<file path="src/rtl/i2c_flag_ctrl.sv">
module i2c_flag_ctrl (
  input  logic       clk,
  input  logic       rst_n,
  input  logic       en,
  input  logic       ack_en,
  input  logic       irq_en,
  input  logic       ev_start,
  input  logic       ev_stop,
  input  logic       ev_byte_done,
  input  logic       ev_byte_tx,
  input  logic       ev_ack_clk,
  input  logic       ev_addr_match,
  input  logic       ev_gen_call,
  input  logic       ev_hdr10_sent,
  input  logic       ev_arb_lost,
  input  logic       ev_bus_err,
  input  logic       rd_st1,
  input  logic       rd_st2,
  input  logic       rd_dat,
  input  logic       wr_dat,
  output logic [7:0] status,
  output logic       irq,
  output logic       scl_hold
);

  logic btf, tra, adsl, busy, hdr10;
  logic arm_b, arm_h, pend, pend_tx;

  wire byte_any = pend | ev_byte_done;
  wire byte_dir = ev_byte_done ? ev_byte_tx : pend_tx;
  wire btf_set  = ev_ack_clk & byte_any & (byte_dir | ack_en);
  wire btf_clr  = arm_b & (rd_dat | wr_dat);
  wire hdr_clr  = arm_h & wr_dat;
  wire adsl_set = ev_addr_match | ev_gen_call;

  always_ff @(posedge clk) begin
    if (!rst_n) begin
      {btf, tra, adsl, busy, hdr10} <= '0;
      {arm_b, arm_h, pend, pend_tx} <= '0;
    end else if (!en) begin
      {btf, tra, adsl, hdr10}       <= '0;
      {arm_b, arm_h, pend, pend_tx} <= '0;
    end else begin
      if (ev_start)                   busy <= 1'b1;
      else if (ev_stop || ev_bus_err) busy <= 1'b0;

      if (ev_ack_clk)        pend <= 1'b0;
      else if (ev_byte_done) {pend, pend_tx} <= {1'b1, ev_byte_tx};

      if (btf_set)      btf <= 1'b1;
      else if (btf_clr) btf <= 1'b0;

      if (btf_set)                                 tra <= byte_dir;
      else if (btf_clr || ev_stop || ev_arb_lost)  tra <= 1'b0;

      if (btf_clr)            arm_b <= 1'b0;
      else if (rd_st1 && btf) arm_b <= 1'b1;

      if (adsl_set)    adsl <= 1'b1;
      else if (rd_st1) adsl <= 1'b0;

      if (ev_hdr10_sent) hdr10 <= 1'b1;
      else if (hdr_clr)  hdr10 <= 1'b0;

      if (hdr_clr)              arm_h <= 1'b0;
      else if (rd_st2 && hdr10) arm_h <= 1'b1;
    end
  end

  assign status   = {3'b000, hdr10, tra, busy, adsl, btf};
  assign scl_hold = btf | adsl;
  assign irq      = irq_en & scl_hold;

  p_tra_with_btf_r4: assert property (@(posedge clk) disable iff (!rst_n)
    tra |-> btf);

  p_disable_clears_r9: assert property (@(posedge clk) disable iff (!rst_n)
    !en |=> !(btf || tra || adsl || hdr10));

  p_busy_frozen_r7: assert property (@(posedge clk) disable iff (!rst_n)
    !en |=> $stable(busy));

  p_st1_read_clears_adsl_r6: assert property (@(posedge clk) disable iff (!rst_n)
    (en && rd_st1 && !ev_addr_match && !ev_gen_call) |=> !status[1]);

  p_hdr_set_wins_r10: assert property (@(posedge clk) disable iff (!rst_n)
    (en && ev_hdr10_sent) |=> status[4]);

  p_irq_needs_hold_r8: assert property (@(posedge clk) disable iff (!rst_n)
    irq |-> scl_hold);

endmodule

</file>
<file path="config.mk">
export PLATFORM = sky130hd
export DESIGN_NAME = i2c_flag_ctrl
export DESIGN_NICKNAME = d
export VERILOG_FILES = /design/src/rtl/i2c_flag_ctrl.sv
export SDC_FILE = /design/constraint.sdc
export NUM_CORES = 1
export LEC_CHECK = 0
export BUFFER_PORTS_ARGS = -buffer_cell sky130_fd_sc_hd__buf_2
export CORE_AREA = 2 2 39 41
export CTS_CLUSTER_SIZE = 16
export DETAILED_ROUTE_END_ITERATION = 7
export DIE_AREA = 0 0 41 43
export PLACE_DENSITY = 0.72
export SYNTH_ARGS = -nofsm -noshare
export SYNTH_HDL_FRONTEND = slang
export SYNTH_SLANG_ARGS = --single-unit
</file>
<file path="constraint.sdc">
create_clock -name clk -period 1.1 [get_ports clk]
set_clock_uncertainty 0.05 [all_clocks]
set_input_delay 0.11 -clock clk [delete_from_list [all_inputs] [get_ports clk]]
set_output_delay 0.11 -clock clk [all_outputs]
set_load 0.02 [all_outputs]
</file>
==> reports/qor.txt <==
CTS tree: done
Setup ws final: -0.123 ns
Critical R2R Capture: tra
Non-filler cells, final: 91
RSZ-0062 raised after global routing: true
Crit share post-route: 1.11
Gr ovfl total: 0
DR vias: 410
Required @ worst endpoint: 0.94 ns
Wire per inst: 9.24 um
DRC: 0
Tot Pwr: 0.000720 W
Leak: 0.284 nW
Gate Count Post-Synth: 50
Pwr/cell area: 1250 nW/um^2
Initial drt markers: 4
CP Launch Type: flop
Cell variety after synth: 21
Die area: 1760 um^2
Die X: 41 um
Crit end category: output port
DR pass1 iterations: 3
Pin count of the biggest net entering global routing: 8
Commonest non-fill, non-tap cells in the layout: buf_2 (24), dfxtp_1 (8), nor2_1 (7)
Worst setup path class: flop to output port
ANT cells: 0
Fin. max-slew vios: 0
CTS clk-pin slew, worst paths: 0.06 ns
Worst slack, placed: 0.0482 ns
Global Route Usage Sum: 0.107
# fillers: 156
WL final: 841 um
I/O pin count: 29
Syn Area/Cell: 8.58 um^2
Share of cells above drive strength 1: 0.467
ANT nets after route: 0
Worst reg2reg startpoint: pend_tx
Worst hold path type: primary input to flop
Inst Count DP: 86
IO Port Bufs: 25
CTS Buf Count: 3
Clk sink count: 9
Hold_sp: ev_hdr10_sent
Vias in the first global route: 327
Reg2reg setup slack: 0.15 ns
Initial antenna violation count: 0
Worst reg2reg path depth: 3
Worst hold slack: 0.0132 ns
Maximum vdd drop: 779 uV
Register bit total from synthesis: 9
Number of setup violations in the final report: 2
Post-Syn Area: 429 um^2
CORE AREA: 1380 um^2
Clk buf depth: 2
Layout Nets: 95
Hold worst-path end: hdr10
Row count: 14
Sequential share of the synthesized area: 0.420
Ys Warns: 0
Violated checks: setup timing
Die H: 43 um
H-tree lvl count: 1
GPL Wtd Cong: 0.623
Clock network latency to the later pin of the worst-skew pair: 0.26 ns
Crit-path max FO: 2
Initial Util: 0.310
Outcome: finished, violations left
Critical Path AT: 1.06 ns
DR vias/cell: 4.51
First-pass GRT wire length: 1190 um
Fin crit period: 1.22 ns
Commonest non-fill, non-tap cell in the layout: buf_2
Setup TNS: -0.149 ns
Clock root buffer: clkbuf_4
Final Hold Fails: 0
Max_cap viols: 0
Worst Hold Depth: 3
Synth-to-layout area growth: 34.1%
F_max: 818 MHz
Hold-fix buffers, CTS: 0
-- worst max path at each step --
stage	startpoint	end	slack, ns	depth (start not counted)
final	btf	irq	-0.12	3
after global routing	btf	irq	-0.17	3
after CTS	btf	irq	-0.14	3
after detailed placement	adsl	irq	0.05	3
after global placement	adsl	irq	0.06	3
after floorplan	adsl	irq	0.05	2
-- layer usage --
layer  global-route usage  share of wire  vias to the layer above  wire (um)
met4               0.0400              0                        0          0
met2                0.156           0.47                       20        396
met5                    0              0                        -          0
met3               0.0942           0.12                        0        101
li1                     -              -                      212          -
met1                0.105           0.41                      178        344
-- repair_timing --
item                       in CTS  in global routing
setup buffers                   1                  0
pin swaps                       2                  0
cloned                          0                  0
setup endpoints to repair       2                  2
gates resized for setup         5                  0
-- flip-flops by register name, indices dropped and copies added (netlist names) --
signal,cells
adsl,1
arm_b,1
arm_h,1
btf,1
busy,1
hdr10,1
pend,1
pend_tx,1
tra,1
-- logic make-up after synthesis --
kind of cell | Yosys count | share of synthesized area
buf+inv | 8 | 0.140
simple gates | 19 | 0.216
mux | 2 | 0.0496
compound gates | 11 | 0.166
other cells | 1 | 0.00874
flops | 9 | 0.420
-- area by class of cell --
| class | instances | area (um^2) | share of cell area |
|---|---|---|---|
| clock buffer | 4 | 26.3 | 0.0457 |
| timing repair buffer | 27 | 146 | 0.254 |
| tap | 16 | 20.0 | 0.0348 |
| sequential | 9 | 181 | 0.315 |
| multi-input combinational | 35 | 201 | 0.350 |
-- report_power, final --
group,leakage [nW],total (W),switching [W],internal (W)
logic,0.196,0.000126,0.0000660,0.0000598
registers,0.0737,0.000343,0.00000578,0.000337
clock network,0.0150,0.000251,0.000111,0.000140
-- critical path, stage by stage, from the launching register on --
cell and delay [ns]:
dfxtp_1 0.31, or2_4 0.24, and2_4 0.13, buf_6 0.12
-- synthesized netlist by cell type, drive strengths merged --
cell type  count  area, um^2
a22oi          1        7.51
nand2b         1        6.26
buf            8        60.1
nor2b          2        12.5
o21ai          2        13.8
o211a          1        10.0
nand3          1        5.00
a21oi          5        25.0
nor3           1        5.00
mux2i          1        10.0
a31oi          1        6.26
and4b          1        10.0
nand2          4        15.0
o32ai          1        8.76
mux2           1        11.3
or2            1        6.26
dfxtp          9         180
nor2           7        26.3
and2           1        6.26
conb           1        3.75
-- through the flow --
| stage | instance area, um^2 | util |
|---|---|---|
| finish | 576 | 0.416 |
| floorplan | 437 | - |
| detailed placement | 529 | 0.382 |
| global placement | 529 | 0.382 |
| CTS | 576 | 0.416 |
| global route | 576 | 0.416 |
(Power assumes the default switching activity.)
